[config.mk]
export PLATFORM = sky130hd
export DESIGN_NAME = seqtrig_top
export DESIGN_NICKNAME = d
export VERILOG_FILES = /design/src/rtl/seqtrig_pkg.sv /design/src/rtl/seqtrig_recog.sv /design/src/rtl/seqtrig_action.sv /design/src/rtl/seqtrig_top.sv
export SDC_FILE = /design/constraint.sdc
export NUM_CORES = 1
export LEC_CHECK = 0
export BUFFER_PORTS_ARGS = -buffer_cell sky130_fd_sc_hd__buf_2
export CORE_MARGIN = 4
export CORE_UTILIZATION = 55
export CTS_CLUSTER_DIAMETER = 80
export DETAILED_ROUTE_END_ITERATION = 8
export PLACE_DENSITY_LB_ADDON = 0.05
export RECOVER_POWER = 100
export SLEW_MARGIN = 10
export SYNTH_ARGS = -nofsm -noshare
export SYNTH_HDL_FRONTEND = slang
export SYNTH_SLANG_ARGS = --single-unit
[constraint.sdc]
create_clock -name clk -period 5.1 [get_ports clk]
set_input_delay 1.275 -clock clk [delete_from_list [all_inputs] [get_ports clk]]
set_output_delay 1.275 -clock clk [all_outputs]
set_load 0.02 [all_outputs]
[src/rtl/seqtrig_pkg.sv]
// Shared types for the sequence trigger: action encoding and field width.
package seqtrig_pkg;
    localparam int ACT_W = 2;

    typedef enum logic [ACT_W-1:0] {
        ACT_START   = 2'd0,
        ACT_ASAMPLE = 2'd1,
        ACT_DSAMPLE = 2'd2,
        ACT_STOP    = 2'd3
    } act_e;
endpackage

[src/rtl/seqtrig_recog.sv]
// One ordered-event recogniser.
// Holds a count of real (non-wildcard) slots already matched. Each cycle the
// slot list is scanned to find the selector of the next real slot; a pulse on
// that event advances the count, and the last real slot fires and rewinds.
// Assumes slot configuration is static outside reset.
module seqtrig_recog #(
    parameter int NUM_EVT  = 8,
    parameter int NUM_SLOT = 4
) (
    input  logic                                  clk,
    input  logic                                  rst_n,
    input  logic                                  run_i,
    input  logic                                  clear_i,
    input  logic [NUM_EVT-1:0]                    evt_i,
    input  logic [NUM_SLOT*$clog2(NUM_EVT)-1:0]   sel_i,
    input  logic [NUM_SLOT-1:0]                   ign_i,
    output logic                                  fire_o
);
    localparam int SEL_W = $clog2(NUM_EVT);
    localparam int CNT_W = $clog2(NUM_SLOT + 1);

    logic [CNT_W-1:0] pos_q;
    logic [CNT_W-1:0] nreal;
    logic [SEL_W-1:0] cur_sel;
    logic             hit;
    logic             last;

    // Locate the selector of the pos_q-th real slot and count real slots.
    always_comb begin
        nreal   = '0;
        cur_sel = '0;
        for (int k = 0; k < NUM_SLOT; k++) begin
            if (!ign_i[k]) begin
                if (nreal == pos_q) cur_sel = sel_i[k*SEL_W +: SEL_W];
                nreal = nreal + CNT_W'(1);
            end
        end
    end

    // Match the current slot's event and detect completion.
    always_comb begin
        hit    = run_i && (nreal != '0) && evt_i[cur_sel];
        last   = (pos_q == nreal - CNT_W'(1));
        fire_o = hit && last;
    end

    // Advance, rewind on completion, or rewind on a global clear.
    always_ff @(posedge clk) begin
        if (!rst_n)       pos_q <= '0;
        else if (clear_i) pos_q <= '0;
        else if (hit)     pos_q <= last ? '0 : pos_q + CNT_W'(1);
    end

    assert_idle_hold_R8: assert property (@(posedge clk) disable iff (!rst_n)
        (!run_i && !clear_i) |=> $stable(pos_q));
    assert_fire_rewind_R5: assert property (@(posedge clk) disable iff (!rst_n)
        fire_o |=> (pos_q == '0));
    assert_clear_rewind_R9: assert property (@(posedge clk) disable iff (!rst_n)
        clear_i |=> (pos_q == '0));
    assert_pos_bound_R2: assert property (@(posedge clk) disable iff (!rst_n)
        (nreal != '0) |-> (pos_q < nreal));
endmodule

[src/rtl/seqtrig_action.sv]
// Action combiner and capture-window state.
// Merges recogniser fires by their action code, keeps the collecting flag
// (close beats open) and registers one-cycle strobes. Assumes recognisers
// other than open ones are already held idle while the window is closed.
module seqtrig_action
    import seqtrig_pkg::*;
#(
    parameter int NUM_SEQ = 4
) (
    input  logic                     clk,
    input  logic                     rst_n,
    input  logic [NUM_SEQ-1:0]       fire_i,
    input  logic [NUM_SEQ*ACT_W-1:0] act_i,
    output logic                     stop_now_o,
    output logic                     collecting_o,
    output logic                     start_o,
    output logic                     asmp_o,
    output logic                     dsmp_o,
    output logic                     stop_o
);
    logic any_start, any_asmp, any_dsmp, any_stop;
    logic coll_q, start_q, asmp_q, dsmp_q, stop_q;

    // OR together the fires that share each action code.
    always_comb begin
        any_start = 1'b0;
        any_asmp  = 1'b0;
        any_dsmp  = 1'b0;
        any_stop  = 1'b0;
        for (int s = 0; s < NUM_SEQ; s++) begin
            if (fire_i[s]) begin
                case (act_e'(act_i[s*ACT_W +: ACT_W]))
                    ACT_START:   any_start = 1'b1;
                    ACT_ASAMPLE: any_asmp  = 1'b1;
                    ACT_DSAMPLE: any_dsmp  = 1'b1;
                    ACT_STOP:    any_stop  = 1'b1;
                endcase
            end
        end
        stop_now_o = any_stop;
    end

    // Update the window flag and register the strobes.
    always_ff @(posedge clk) begin
        if (!rst_n) begin
            coll_q  <= 1'b0;
            start_q <= 1'b0;
            asmp_q  <= 1'b0;
            dsmp_q  <= 1'b0;
            stop_q  <= 1'b0;
        end else begin
            coll_q  <= any_stop ? 1'b0 : (any_start ? 1'b1 : coll_q);
            start_q <= any_start && !any_stop;
            asmp_q  <= any_asmp;
            dsmp_q  <= any_dsmp;
            stop_q  <= any_stop;
        end
    end

    assign collecting_o = coll_q;
    assign start_o      = start_q;
    assign asmp_o       = asmp_q;
    assign dsmp_o       = dsmp_q;
    assign stop_o       = stop_q;

    assert_start_opens_R7: assert property (@(posedge clk) disable iff (!rst_n)
        start_o |-> collecting_o);
    assert_rise_needs_start_R7: assert property (@(posedge clk) disable iff (!rst_n)
        $rose(collecting_o) |-> start_o);
    assert_stop_wins_R10: assert property (@(posedge clk) disable iff (!rst_n)
        stop_o |-> (!collecting_o && !start_o));
    assert_sample_in_window_R8: assert property (@(posedge clk) disable iff (!rst_n)
        (asmp_o || dsmp_o) |-> $past(collecting_o));
endmodule

[src/rtl/seqtrig_top.sv]
// Four-step event sequence trigger.
// A bank of NUM_SEQ recognisers feeds the action combiner. Open recognisers
// always run; all others run only while the capture window is open. A close
// action clears every recogniser. Configuration is static outside reset.
module seqtrig_top
    import seqtrig_pkg::*;
#(
    parameter int NUM_EVT  = 8,
    parameter int NUM_SEQ  = 4,
    parameter int NUM_SLOT = 4
) (
    input  logic                                          clk,
    input  logic                                          rst_n,
    input  logic [NUM_EVT-1:0]                            evt_i,
    input  logic [NUM_SEQ*NUM_SLOT*$clog2(NUM_EVT)-1:0]   slot_sel_i,
    input  logic [NUM_SEQ*NUM_SLOT-1:0]                   slot_ign_i,
    input  logic [NUM_SEQ*ACT_W-1:0]                      act_i,
    output logic                                          start_o,
    output logic                                          asmp_o,
    output logic                                          dsmp_o,
    output logic                                          stop_o,
    output logic                                          collecting_o
);
    localparam int SEL_W    = $clog2(NUM_EVT);
    localparam int SEQ_SELW = NUM_SLOT * SEL_W;

    logic [NUM_SEQ-1:0] fire;
    logic [NUM_SEQ-1:0] run;
    logic               stop_now;
    logic               coll;

    for (genvar g = 0; g < NUM_SEQ; g++) begin : g_seq
        // Open recognisers arm the window; others wait for it.
        assign run[g] = (act_i[g*ACT_W +: ACT_W] == ACT_START) || coll;

        seqtrig_recog #(
            .NUM_EVT (NUM_EVT),
            .NUM_SLOT(NUM_SLOT)
        ) u_recog (
            .clk    (clk),
            .rst_n  (rst_n),
            .run_i  (run[g]),
            .clear_i(stop_now),
            .evt_i  (evt_i),
            .sel_i  (slot_sel_i[g*SEQ_SELW +: SEQ_SELW]),
            .ign_i  (slot_ign_i[g*NUM_SLOT +: NUM_SLOT]),
            .fire_o (fire[g])
        );
    end

    seqtrig_action #(
        .NUM_SEQ(NUM_SEQ)
    ) u_action (
        .clk         (clk),
        .rst_n       (rst_n),
        .fire_i      (fire),
        .act_i       (act_i),
        .stop_now_o  (stop_now),
        .collecting_o(coll),
        .start_o     (start_o),
        .asmp_o      (asmp_o),
        .dsmp_o      (dsmp_o),
        .stop_o      (stop_o)
    );

    assign collecting_o = coll;

    assert_reset_quiet_R1: assert property (@(posedge clk)
        !rst_n |=> !(start_o || asmp_o || dsmp_o || stop_o || collecting_o));
endmodule

==> flow_summary.json <==
{
  "finalHoldViolCount": 0,
  "wl_per_cell_um": 14.3,
  "required_ns": 5.24,
  "startpoint": "slot_ign_i[4]",
  "combPwrFrac_pct": 65.9,
  "start_util_pct": 58.2,
  "drv_cap": 0,
  "postLayoutCoreUtil_pct": 67.0,
  "antenna_found_initial": 0,
  "final_cell_mix": "buf_2 (80), inv_1 (29), nor2_1 (29)",
  "viasPerCell": 5.82,
  "rows": 27,
  "antenna_cells": 0,
  "place_congestion": 0.882,
  "p_leak_nw": 1.66,
  "clockBufferDepth": 2,
  "arrival_ns": 4.69,
  "fin_crit_sh_pct": 89.2,
  "gr-total-overflow": 0,
  "syn_nets": 529,
  "synth_edf_count": 0,
  "die_y_um": 85.2,
  "vdd_drop_max_uv": 112,
  "p_int_uw": 431,
  "swShare_pct": 44.0,
  "dr.first_iter.drc_count": 58,
  "cp_slowest_stage_delay_ns": 0.61,
  "wl_mm": 8.17,
  "cts_tree": "built",
  "syn_area_um2": 3280,
  "worstMarginPinSlew_ns": 0.658,
  "synth_top_flop_cell": "dfxtp_1",
  "io_pins": 87,
  "fin_nets": 611,
  "p_clk_share_pct": 13.4,
  "drtPass1Iterations": 5,
  "clock_sinks": 17,
  "grt_max_degree": 15,
  "fin_worst_skew_ns": 0.00319,
  "synth_cell_types": 79,
  "r2r_cells": 12,
  "regArea_um2": 340,
  "whs_path_depth": 2,
  "cp_max_fo": 9,
  "powerDensity_nw_per_um2": 204,
  "synth-xor-area-share_pct": 11.2,
  "syn_inst": 419,
  "grt_pass1_wl_mm": 13.9,
  "mostFrequentLayoutCell": "buf_2",
  "grt_pass1_vias": 3307,
  "hp-start": "g_seq[3].u_recog.pos_q[1]",
  "post-cts-setup-buffer-count": 0,
  "multiInputGateArea_um2": 2740,
  "setup-tns-final_ns": 0,
  "synthToLayoutAreaGrowth_pct": 15.1,
  "synth-compound-area-share_pct": 23.7,
  "finalInstanceArea_um2": 3780,
  "cts_buffers": 3,
  "root_buffer": "clkbuf_8",
  "setup_viol": 0,
  "startpoint_type": "primary input",
  "ctsHoldBuffers": 0,
  "synth-simple-area-share_pct": 28.8,
  "ant_nets": 0,
  "fill_cells": 508,
  "async_reset_ff_share_pct": 0,
  "cts-resized-gates": 0,
  "h-tree-depth": 1,
  "synth_top_area_share_pct": 10.7,
  "coreArea_um2": 5640,
  "synth_area_leaders": "ha_1 (11%), dfxtp_1 (10%), mux2i_1 (7.6%)",
  "slew_viol_final": 0,
  "synth_seq_cells": 17,
  "yosys.area.top_type": "ha_1",
  "ys_warn_count": 0,
  "worstSetupEndpointType": "flip-flop",
  "p_sw_uw": 339,
  "critical_path.top_delay_family": "compound AO/OA/AOI/OAI gates",
  "crit_chain": "clkbuf_1 > inv_1 > ha_1 > xnor2_1 > a2bb2o_1 > o2111a_1 > o32ai_1 > mux2i_1 > mux2i_1 > a32oi_4 > o32ai_1 > a311oi_1 > a21oi_1",
  "critPathBufInv": 2,
  "crit_type": "primary input to flip-flop",
  "dp_hpwl_mm": 6.72,
  "hold_class": "flip-flop to flip-flop",
  "clkTransAtPathRegs_ns": 0.07,
  "yosys.area_share.adder_pct": 10.7,
  "place_area_um2": 3760,
  "synth_top_family_by_area": "simple AND/OR/NAND/NOR gates",
  "die_x_um": 85.2,
  "maxSlewHeadroom_pct": 56.0,
  "rsz0062_at_grt": "false",
  "seqPwrFrac_pct": 20.8,
  "layout-drive-gt1-share_pct": 23.2,
  "regToRegSetupSlack_ns": 1.60,
  "synth.avg_cell_area_um2": 7.83,
  "crit_slowest_cell": "o32ai_1",
  "grt_usage_pct": 22.3,
  "ys_seq_area_share_pct": 10.4,
  "clk_latency_ns": 0.25,
  "max_freq_mhz": 220,
  "vias": 3328,
  "drcViolationCount": 0,
  "status": "completed",
  "min_period_ns": 4.55,
  "muxShareOfSynthArea_pct": 9.84,
  "die_area_um2": 7260,
  "io_buffers": 86,
  "cp.depth": 13,
  "rr_startpoint": "g_seq[1].u_recog.pos_q[0]"
}
-- power groups by stage --
| stage | clock network, mW | registers (mW) | logic (mW) |
|---|---|---|---|
| final | 0.103 | 0.160 | 0.507 |
| after global routing | 0.109 | 0.162 | 0.567 |
| after CTS | 0.103 | 0.160 | 0.511 |
| after detailed placement | 0 | 0.163 | 0.508 |
| after global placement | 0 | 0.163 | 0.494 |
| after floorplan | 0 | 0.151 | 0.393 |
-- final timing paths --
| check | to |
|---|---|
| min | g_seq[3].u_recog.pos_q[1] |
| max | u_action.collecting_o |
| max reg2reg | u_action.collecting_o |
| min reg2reg | g_seq[3].u_recog.pos_q[1] |
-- sequential cells by signal (all words and copies together), names as in the netlist --
signal / count
g_seq.u_recog.pos_q: 12
u_action.asmp_o: 1
u_action.collecting_o: 1
u_action.dsmp_o: 1
u_action.start_o: 1
u_action.stop_o: 1
-- cell type report --
class,count,area share [%]
multi-input cells,360,72.5
inverters,29,2.88
clock buffers,3,1.09
repair buffers,90,12.0
well taps,72,2.38
clock inverters,1,0.132
flip-flops and latches,17,9.01
-- cell usage after synthesis, types with 4 or more instances --
master and instances:
nor3b_1 6, nand3b_1 7, xnor2_1 28, buf_2 6, nand2_1 20, o21ai_0 16
mux2i_1 25, clkbuf_1 4, nand3_1 10, o32ai_1 5, ha_1 28, a31oi_1 8
and2_1 8, inv_1 29, a21oi_1 23, mux2_2 4, nor3_1 10, or3_1 4
nor2b_1 6, nor4_1 5, nor2_1 28, and3_1 9, xor2_1 14, dfxtp_1 17
nand2b_1 14
-- per-stage QoR --
stage | hold WS (ns) | power, mW | worst slack, ns | cells
after floorplan | 0.530 | 0.544 | 0.904 | 419
after global placement | 0.576 | 0.657 | 0.544 | 568
after detailed placement | 0.582 | 0.671 | 0.414 | 568
after CTS | 0.591 | 0.775 | 0.696 | 572
after global routing | 0.610 | 0.838 | 0.287 | 572
final | 0.592 | 0.770 | 0.553 | 572
-- cell families after synthesis --
family	Yosys count
simple gates	157
buf+inv	42
compound gates	102
fa+ha+maj	28
xor+xnor	42
flops	17
mux	31
-- worst reg2reg max path, delay by kind of cell, from the launching register on --
| kind | cells | cell delay, ns |
|---|---|---|
| compound gates | 7 | 1.76 |
| mux | 2 | 0.42 |
| flops | 1 | 0.42 |
| simple gates | 1 | 0.39 |
| fa+ha+maj | 1 | 0.21 |
| buf+inv | 1 | 0.19 |
-- metal layers --
| metal | routed length (um) | vias up | track usage [%] | share of wire, % |
|---|---|---|---|---|
| met5 | 0 | - | 0 | 0 |
| li1 | - | 1714 | - | - |
| met2 | 4040 | 79 | 40.2 | 49 |
| met3 | 428 | 8 | 3.30 | 5.2 |
| met1 | 3630 | 1527 | 27.4 | 44 |
| met4 | 68 | 0 | 5.76 | 0.83 |
Power figures use the tool's default switching activity.
